--- src/rtl/ring_tx_pkg.sv ---
package ring_tx_pkg;
  typedef enum logic [1:0] {ST_IDLE, ST_FETCH, ST_LOAD, ST_SEND} tx_state_e;
  localparam int unsigned IRQ_W         = 8;
  localparam int unsigned IRQ_FULL_BIT  = 6;
  localparam int unsigned IRQ_AFULL_BIT = 5;
endpackage

--- src/rtl/ring_tx_cfg_chk.sv ---
module ring_tx_cfg_chk #(
  parameter int unsigned AW        = 8,
  parameter int unsigned RESV_END  = 32
) (
  input  logic [AW-1:0] base_i,
  input  logic [AW-1:0] size_i,
  output logic          err_o
);
  localparam int unsigned MAX_ADDR = (1 << AW) - 1;

  logic [AW:0] end_w;
  assign end_w = {1'b0, base_i} + {1'b0, size_i};
  assign err_o = (base_i < AW'(RESV_END)) || (end_w > (AW+1)'(MAX_ADDR));
endmodule

--- src/rtl/ring_tx_ptr.sv ---
module ring_tx_ptr #(
  parameter int unsigned AW = 8,
  parameter int unsigned LW = 16
) (
  input  logic          clk_i,
  input  logic          rst_ni,
  input  logic          load_i,
  input  logic          adv_i,
  input  logic [AW-1:0] base_i,
  input  logic [AW-1:0] size_i,
  input  logic [AW-1:0] thresh_i,
  input  logic [LW-1:0] len_i,
  output logic [AW-1:0] addr_o,
  output logic          at_thresh_o,
  output logic          at_end_o,
  output logic          last_o
);
  logic [AW-1:0] base_q, size_q, thr_q, ptr_q;
  logic [LW-1:0] len_q, cnt_q;
  logic [AW-1:0] end_addr;

  assign end_addr    = base_q + size_q;
  assign at_end_o    = (ptr_q == end_addr);
  // 9-bit compare: a threshold past the ring never matches
  assign at_thresh_o = ({1'b0, ptr_q} == ({1'b0, base_q} + {1'b0, thr_q}));
  assign last_o      = (({1'b0, cnt_q} + (LW+1)'(1)) == {1'b0, len_q});
  assign addr_o      = ptr_q;

  always_ff @(posedge clk_i or negedge rst_ni) begin
    if (!rst_ni) begin
      base_q <= '0;
      size_q <= '0;
      thr_q  <= '0;
      len_q  <= '0;
      ptr_q  <= '0;
      cnt_q  <= '0;
    end else if (load_i) begin
      base_q <= base_i;
      size_q <= size_i;
      thr_q  <= thresh_i;
      len_q  <= len_i;
      ptr_q  <= base_i;
      cnt_q  <= '0;
    end else if (adv_i) begin
      ptr_q <= at_end_o ? base_q : ptr_q + AW'(1);
      cnt_q <= cnt_q + LW'(1);
    end
  end

  a_r3_ptr_in_ring: assert property (@(posedge clk_i) disable iff (!rst_ni)
    adv_i |=> (ptr_q >= base_q) && (ptr_q <= end_addr));
  a_r3_wrap_to_base: assert property (@(posedge clk_i) disable iff (!rst_ni)
    (adv_i && at_end_o && !load_i) |=> (addr_o == $past(base_q)));
endmodule

--- src/rtl/ring_tx_irq.sv ---
module ring_tx_irq import ring_tx_pkg::*; (
  input  logic             clk_i,
  input  logic             rst_ni,
  input  logic             set_full_i,
  input  logic             set_afull_i,
  input  logic             clr_we_i,
  input  logic [IRQ_W-1:0] clr_i,
  input  logic [IRQ_W-1:0] mask_i,
  output logic [IRQ_W-1:0] src_o,
  output logic             irq_o
);
  wire [IRQ_W-1:0] src_w;

  for (genvar i = 0; i < IRQ_W; i++) begin : g_src
    if (i == IRQ_FULL_BIT || i == IRQ_AFULL_BIT) begin : g_live
      logic set_w, bit_q;
      assign set_w = (i == IRQ_FULL_BIT) ? set_full_i : set_afull_i;
      always_ff @(posedge clk_i or negedge rst_ni) begin
        if (!rst_ni)                   bit_q <= 1'b0;
        else if (set_w)                bit_q <= 1'b1;
        else if (clr_we_i && clr_i[i]) bit_q <= 1'b0;
      end
      assign src_w[i] = bit_q;
    end else begin : g_tied
      assign src_w[i] = 1'b0;
    end
  end

  assign src_o = src_w;
  assign irq_o = |(src_w & mask_i);

  a_r7_full_sticky: assert property (@(posedge clk_i) disable iff (!rst_ni)
    (src_o[IRQ_FULL_BIT] && !(clr_we_i && clr_i[IRQ_FULL_BIT])) |=> src_o[IRQ_FULL_BIT]);
  a_r7_afull_sticky: assert property (@(posedge clk_i) disable iff (!rst_ni)
    (src_o[IRQ_AFULL_BIT] && !(clr_we_i && clr_i[IRQ_AFULL_BIT])) |=> src_o[IRQ_AFULL_BIT]);
  a_r6_full_set: assert property (@(posedge clk_i) disable iff (!rst_ni)
    set_full_i |=> src_o[IRQ_FULL_BIT]);
  a_r5_afull_set: assert property (@(posedge clk_i) disable iff (!rst_ni)
    set_afull_i |=> src_o[IRQ_AFULL_BIT]);
endmodule

--- src/rtl/ring_tx_seq.sv ---
module ring_tx_seq import ring_tx_pkg::*; #(
  parameter int unsigned AW       = 8,
  parameter int unsigned DW       = 8,
  parameter int unsigned LW       = 16,
  parameter int unsigned RESV_END = 32
) (
  input  logic             clk_i,
  input  logic             rst_ni,
  input  logic [AW-1:0]    base_i,
  input  logic [AW-1:0]    size_i,
  input  logic [AW-1:0]    thresh_i,
  input  logic [LW-1:0]    total_len_i,
  input  logic             start_i,
  input  logic             abort_i,
  input  logic [IRQ_W-1:0] irq_mask_i,
  input  logic             irq_clr_we_i,
  input  logic [IRQ_W-1:0] irq_clr_i,
  output logic             ram_rd_o,
  output logic [AW-1:0]    ram_addr_o,
  input  logic [DW-1:0]    ram_rdata_i,
  output logic             tx_valid_o,
  input  logic             tx_ready_i,
  output logic [DW-1:0]    tx_data_o,
  output logic             busy_o,
  output logic             eof_o,
  output logic             cfg_err_o,
  output logic [IRQ_W-1:0] irq_src_o,
  output logic             irq_o
);
  tx_state_e     state_q, state_d;
  logic [DW-1:0] data_q;
  logic          eof_q;
  logic          load, fire, at_thresh, at_end, last;
  logic [AW-1:0] cur_addr;

  ring_tx_cfg_chk #(.AW(AW), .RESV_END(RESV_END)) u_cfg (
    .base_i (base_i),
    .size_i (size_i),
    .err_o  (cfg_err_o)
  );

  ring_tx_ptr #(.AW(AW), .LW(LW)) u_ptr (
    .clk_i       (clk_i),
    .rst_ni      (rst_ni),
    .load_i      (load),
    .adv_i       (fire),
    .base_i      (base_i),
    .size_i      (size_i),
    .thresh_i    (thresh_i),
    .len_i       (total_len_i),
    .addr_o      (cur_addr),
    .at_thresh_o (at_thresh),
    .at_end_o    (at_end),
    .last_o      (last)
  );

  ring_tx_irq u_irq (
    .clk_i       (clk_i),
    .rst_ni      (rst_ni),
    .set_full_i  (fire && at_end),
    .set_afull_i (fire && at_thresh),
    .clr_we_i    (irq_clr_we_i),
    .clr_i       (irq_clr_i),
    .mask_i      (irq_mask_i),
    .src_o       (irq_src_o),
    .irq_o       (irq_o)
  );

  assign load = (state_q == ST_IDLE) && start_i && !abort_i && !cfg_err_o
                && (total_len_i != '0);
  assign fire = (state_q == ST_SEND) && tx_ready_i && !abort_i;

  always_comb begin
    state_d = state_q;
    unique case (state_q)
      ST_IDLE:  if (load) state_d = ST_FETCH;
      ST_FETCH: state_d = ST_LOAD;
      ST_LOAD:  state_d = ST_SEND;
      ST_SEND:  if (fire) state_d = last ? ST_IDLE : ST_FETCH;
      default:  state_d = ST_IDLE;
    endcase
    if (abort_i) state_d = ST_IDLE;
  end

  always_ff @(posedge clk_i or negedge rst_ni) begin
    if (!rst_ni) begin
      state_q <= ST_IDLE;
      data_q  <= '0;
      eof_q   <= 1'b0;
    end else begin
      state_q <= state_d;
      eof_q   <= fire && last;
      if (state_q == ST_LOAD) data_q <= ram_rdata_i;
    end
  end

  assign ram_rd_o   = (state_q == ST_FETCH);
  assign ram_addr_o = cur_addr;
  assign tx_valid_o = (state_q == ST_SEND);
  assign tx_data_o  = data_q;
  assign busy_o     = (state_q != ST_IDLE);
  assign eof_o      = eof_q;

  a_r2_read_window: assert property (@(posedge clk_i) disable iff (!rst_ni)
    ram_rd_o |-> (ram_addr_o >= AW'(RESV_END)));
  a_r2_err_blocks: assert property (@(posedge clk_i) disable iff (!rst_ni)
    (!busy_o && cfg_err_o) |=> !busy_o);
  a_r4_eof_single: assert property (@(posedge clk_i) disable iff (!rst_ni)
    eof_o |=> !eof_o);
  a_r4_eof_idle: assert property (@(posedge clk_i) disable iff (!rst_ni)
    eof_o |-> !busy_o);
  a_r9_abort_stops: assert property (@(posedge clk_i) disable iff (!rst_ni)
    abort_i |=> (!busy_o && !eof_o));
  a_r10_hold: assert property (@(posedge clk_i) disable iff (!rst_ni)
    (tx_valid_o && !tx_ready_i && !abort_i) |=> (tx_valid_o && $stable(tx_data_o)));
endmodule

--- config.mk ---
export PLATFORM = sky130hd
export DESIGN_NAME = ring_tx_seq
export DESIGN_NICKNAME = d
export VERILOG_FILES = /design/src/rtl/ring_tx_pkg.sv /design/src/rtl/ring_tx_cfg_chk.sv /design/src/rtl/ring_tx_ptr.sv /design/src/rtl/ring_tx_irq.sv /design/src/rtl/ring_tx_seq.sv
export SDC_FILE = /design/constraint.sdc
export NUM_CORES = 1
export LEC_CHECK = 0
export CAP_MARGIN = 20
export CORE_ASPECT_RATIO = 1.5
export CORE_MARGIN = 2
export CORE_UTILIZATION = 54
export CTS_BUF_LIST = sky130_fd_sc_hd__clkbuf_4
export DETAILED_ROUTE_END_ITERATION = 7
export GPL_ROUTABILITY_DRIVEN = 0
export HOLD_SLACK_MARGIN = 0.12
export PLACE_DENSITY_LB_ADDON = 0.1
export REMOVE_ABC_BUFFERS = 1
export SYNTH_ARGS = -nofsm -noshare
export SYNTH_HDL_FRONTEND = slang
export SYNTH_SLANG_ARGS = --single-unit
--- constraint.sdc ---
create_clock -name clk_i -period 3.7 [get_ports clk_i]
set_input_delay 0.74 -clock clk_i [delete_from_list [all_inputs] [get_ports clk_i]]
set_output_delay 0.74 -clock clk_i [all_outputs]
set_load 0.02 [all_outputs]
# Word level (Yosys, flattened, before mapping)
# Index checks and enable logic that the tools add are counted.
# totals
inputBits	70
romBits	0
regBits	77
mem_count	0
latchBits	0
mem_bits_rw	0
out_inout_bits	30
# op_classes
addsub	6
mul	0
mux	14
n_reduce_logical	22
shift	0
magnitude_cmp	2
eq_ne	8
n_bitwise	1
div	0
# op_table
cell	count
$mux 16	2
$mux 8	3
$add 8x8->9	2
$add 16x1->17 const B	1
$eq 17x16->1	1
$add 16x1->16 const B	1
$reduce_bool 16->1	1
$logic_and 1x1->1	11
$eq 8x9->1	1
$gt 9x8->1 const B	1
$add 8x1->8 const B	1
$add 8x8->8	1
$and 7x8->8	1
$eq 8x8->1	1
$lt 8x6->1 const B	1
$pmux 2 s4	1
$reduce_bool 2->1	4
$reduce_or 8->1	1
$mux 2	3
$mux 1	5
$eq 2x2->1 const B	2
$ne 3x2->1 const B	1
$ne 3x3->1 const B	1
$eq 2x1->1 const B	1
other kinds (4)	5

# Logic depth before layout (Yosys ltp)
# logic_depth
ltp_word	9
mapped_depth	13
ltp_nobuf	10

# Cells and area by module
# A second synthesis with hierarchy kept.
# unflattened
hier_cells	491
hier_area_um2	5097.4
# modules_own_cells
mod	seq_area_each_um2	area_per_inst_um2	instances	cells_per_inst
ring_tx_ptr	1601.5	4141.5	1	404
ring_tx_seq	275.3	640.6	1	52
ring_tx_cfg_chk	0.0	170.2	1	19
ring_tx_irq	50.0	145.1	1	16

# Least setup slack after synthesis
# OpenSTA, ideal clock, no wires.
# synth_timing
kind	input to register
start	input base_i[0]
end	register u_ptr.ptr_q[2] (netlist: u_ptr.addr_o[2])
arrival_ns	2.769
stages	12
required_ns	3.559
setup_ns	0.141
setup_slack_ns	0.790
path_cell_list	ha_1 > inv_1 > fa_1 > nor2b_1 > o211ai_1 > a21boi_0 > o22a_1 > or2_2 > clkbuf_1 > buf_2 > buf_1 > a31oi_1
# synth_between
elab_chain_cells	7
elab_cells_between_ends	9
classes_between	1 x add/sub; 2 x order compare; 1 x mux; 5 x reduce/logical
# synth_lines
item	line_no	text
start, declared	ring_tx_seq.sv:9	input logic [AW-1:0] base_i,
$add 8x8->9	ring_tx_cfg_chk.sv:12	assign end_w = {1'b0, base_i} + {1'b0, size_i};
$gt 9x8->1	ring_tx_cfg_chk.sv:13	assign err_o = (base_i < AW'(RESV_END)) || (end_w > (AW+1)'(MAX_ADDR));
$logic_or 1x1->1 (*)	ring_tx_cfg_chk.sv:13	
via cfg_err_o	ring_tx_seq.sv:26	output logic cfg_err_o,
$logic_not 1->1 (*)	ring_tx_seq.sv:69	assign load = (state_q == ST_IDLE) && start_i && !abort_i && !cfg_err_o
$logic_and 1x1->1 (*)	ring_tx_seq.sv:69	
$logic_and 1x1->1 (*)	ring_tx_seq.sv:70	&& (total_len_i != '0);
$mux 8 / $reduce_bool 2->1 (equally long branches)	n/a	
end signal, assigned	ring_tx_ptr.sv:42	ptr_q <= base_i;
end signal, assigned	ring_tx_ptr.sv:45	ptr_q <= at_end_o ? base_q : ptr_q + AW'(1);
end, declared	ring_tx_ptr.sv:18	logic [AW-1:0] base_q, size_q, thr_q, ptr_q;
# Mark *: on every way through the listed nets, which the timed path passes. The rest lies on a longest branch.
# A chain may end at the register's enable or synchronous reset.

# Worst setup path after layout
# layout_timing
start	input size_i[0]
end	output cfg_err_o
# layout_between
elab_chain_cells	3
# layout_lines
item	line_no	text
start, declared	ring_tx_seq.sv:10	input logic [AW-1:0] size_i,
$add 8x8->9	ring_tx_cfg_chk.sv:12	
$gt 9x8->1	ring_tx_cfg_chk.sv:13	
$logic_or 1x1->1	ring_tx_cfg_chk.sv:13	
end, declared	ring_tx_seq.sv:26	
# Every way passes these cells.

==> impl_metrics.tcl <==
set metrics [dict create \
    layout-drive-gt1-share_pct 6.29 \
    cts_buffer_depth 2 \
    reg2reg_to "u_ptr.addr_o[6]" \
    timing.final.crit_period_ns 3.55 \
    worst_pin_slew_ns 0.993 \
    finClkSkew_ns 0.0138 \
    hold_violations 0 \
    setup_viol 0 \
    grt_usage_pct 25.5 \
    synth_seq_cells 77 \
    postRouteAntennaNets 0 \
    cp_data_arrival_time_ns 2.81 \
    fin_total_pwr_uw 3070 \
    io_pins 100 \
    clk_pin_slew_ns 0.12 \
    yosysSeqAreaShare_pct 38.8 \
    clock_latency_ns 0.41 \
    syn_to_final_growth_pct 19.7 \
    root_buffer "clkbuf_4" \
    io_buffers 81 \
    dpl.cell_count 732 \
    hp-class "primary input to async pin" \
    coreArea_mm2 0.00888 \
    synth_cell_type_count 59 \
    wire_per_inst_um 15.8 \
    dpl.hpwl_um 9040 \
    first_pass_iters 4 \
    p_leak_uw 0.00272 \
    maxCapViolations 0 \
    h-tree-depth 3 \
    synth_edf_count 0 \
    async_reset_ff_share_pct 100 \
    die_area_mm2 0.00998 \
    rr_worst_depth 8 \
    grt_pass1_vias 4166 \
    fin_area_mm2 0.00594 \
    max_freq_ghz 0.282 \
    nets 734 \
    rsz0062_at_grt "false" \
    grt_max_degree 78 \
    cp_max_fo 2 \
    start_kind "primary input" \
    syn_inst 562 \
    synth_top_flop_cell "dfrtp_1" \
    synth_top_area_cell "dfrtp_1" \
    gr-total-overflow 0 \
    die_w_um 82.3 \
    cts_tree "done" \
    fin_cells 747 \
    synthTopCellsByArea "dfrtp_1, nand2_1, ha_1" \
    critical_path_class "primary input to output pin" \
    ir_drop_mv 0.291 \
    avgSynthCellArea_um2 8.83 \
    drtIter0Drc 194 \
    cp_data_required_time_ns 2.96 \
    placed_area_mm2 0.00584 \
    synth_area_mm2 0.00496 \
    status "completed" \
    rr_startpoint "u_ptr.base_q[1]" \
    drcViolationCount 0 \
    r2r_slack_ns 0.78 \
    cts.sink_count 77 \
    slew_headroom_pct 33.8 \
    p_per_area_mw_per_mm2 516 \
    synth.top_cell.area_share_pct 38.8 \
    ctsHoldBuffers 0 \
    viasPerCell 5.59 \
    synth_warnings 0 \
    period_share_pct 96.0 \
    rows 42 \
    grt_pass1_wl_um 19400 \
    antenna_found_initial 1 \
    dieHeight_um 121 \
    nFillCells 782 \
    start_util_pct 55.8 \
    wl_um 11800 \
    cp-end-kind "output pin" \
    via_count 4173 \
    finalMaxSlewViolations 0 \
    numCtsBuffers 9 \
]
metal layers:
layer / wire length (µm) / global-route usage [%] / part of all wire [%] / vias up
li1: - / - / - / 2052
met1: 4690 / 29.7 / 40 / 2024
met2: 6470 / 45.1 / 55 / 75
met3: 326 / 4.32 / 2.8 / 22
met4: 343 / 10.3 / 2.9 / 0
met5: 0 / 0 / 0 / -
critical path: stages:
cell	delay, ns
clkdlybuf4s50_1	0.48
ha_1	0.15
inv_1	0.05
fa_1	0.35
nor2b_1	0.18
o211ai_1	0.14
a21boi_0	0.20
o22a_1	0.20
dlygate4sd2_1	0.34
where the power goes:
part           switching (µW)  internal [µW]
Combinational             687            723
Clock                     281            133
Sequential                208           1040
Yosys cell counts, types with 6 or more instances:
cell type  instances
nand2_1          139
dfrtp_1           77
xnor2_1           39
nor2_1            34
ha_1              28
nand3_1           22
xor2_1            22
o21ai_0           17
clkbuf_1          16
a21oi_1           14
inv_1             12
mux2_2             9
nor4_1             9
buf_4              8
nor3_1             8
buf_2              7
o211ai_1           7
a21o_1             6
mux2i_1            6
nand4_1            6
nor2b_1            6
stage by stage:
step	setup TNS [ns]	hold slack (ns)	util, %	setup WS, ns
6_report	0	0.434	66.9	0.148
2_1_floorplan	-11.11	0.444	-	-0.316
3_5_place_dp	-0.135	0.472	65.8	-0.135
4_1_cts	0	0.493	66.8	0.130
5_1_grt	0	0.521	66.9	0.00731
3_3_place_gp	-0.149	0.467	65.8	-0.149
layout by cell type (no fill, tap or decap), types with 6 or more instances in the layout:
master           synthesis  final
nand2_1                139    139
clkdlybuf4s50_1          0     79
dfrtp_1                 77     77
xnor2_1                 39     39
nor2_1                  34     33
ha_1                    28     28
xor2_1                  22     22
nand3_1                 22     22
o21ai_0                 17     17
a21oi_1                 14     14
inv_1                   12     12
clkbuf_4                 0     10
buf_4                    8     10
nor4_1                   9      9
mux2_2                   9      9
nor3_1                   8      8
o211ai_1                 7      7
nor2b_1                  6      6
nand4_1                  6      6
mux2i_1                  6      6
a21o_1                   6      6
conb_1                   1      6
how the worst max path moves through the flow:
| stage | start | slack, ns | cells after the start | endpoint |
|---|---|---|---|---|
| after global placement | base_i[0] | -0.15 | 9 | cfg_err_o |
| after CTS | size_i[0] | 0.13 | 9 | cfg_err_o |
| after detailed placement | base_i[0] | -0.14 | 9 | cfg_err_o |
| after floorplan | base_i[6] | -0.32 | 5 | u_ptr.addr_o[1] |
| final | size_i[0] | 0.15 | 9 | cfg_err_o |
| after global routing | size_i[0] | 0.007 | 9 | cfg_err_o |
repair_timing:
| item | in CTS | in global routing |
|---|---|---|
| buffers inserted | 0 | 0 |
| endpoints found under the setup margin | 1 | 0 |
| gates resized for setup | 1 | 0 |
final cells by class:
type                    instances  area, µm²  share of cell area, %
diodes                          1       2.50                 0.0421
well taps                     110        138                   2.32
flip-flops and latches         77       1930                   32.4
clock inverters                 4       17.5                  0.295
repair buffers                 92        915                   15.4
clock buffers                  10       75.1                   1.26
multi-input cells             441       2820                   47.5
inverters                      12       45.0                  0.759
registers in the layout, summed over array words and instances, names as in the netlist:
register,cells
tx_data_o,8
u_ptr.thr_q,8
u_irq.g_src.g_live.bit_q,2
u_ptr.len_q,16
u_ptr.size_q,8
u_ptr.cnt_q,16
u_ptr.addr_o,8
state_q,2
u_ptr.base_q,8
eof_o,1
logic make-up (layout without fill, tap and decap cells):
group	after synthesis	in the layout	synth area share (%)
XOR/XNOR	61	61	10.8
AND/OR/NAND/NOR	249	249	22.7
adder cells (fa/ha/maj)	31	31	8.27
AO/OA/AOI/OAI	79	79	11.2
multiplexers	15	15	3.25
buffers and inverters	49	118	4.84
other	1	7	0.0756
flip-flops	77	77	38.8
Power figures use the tool's default switching activity.
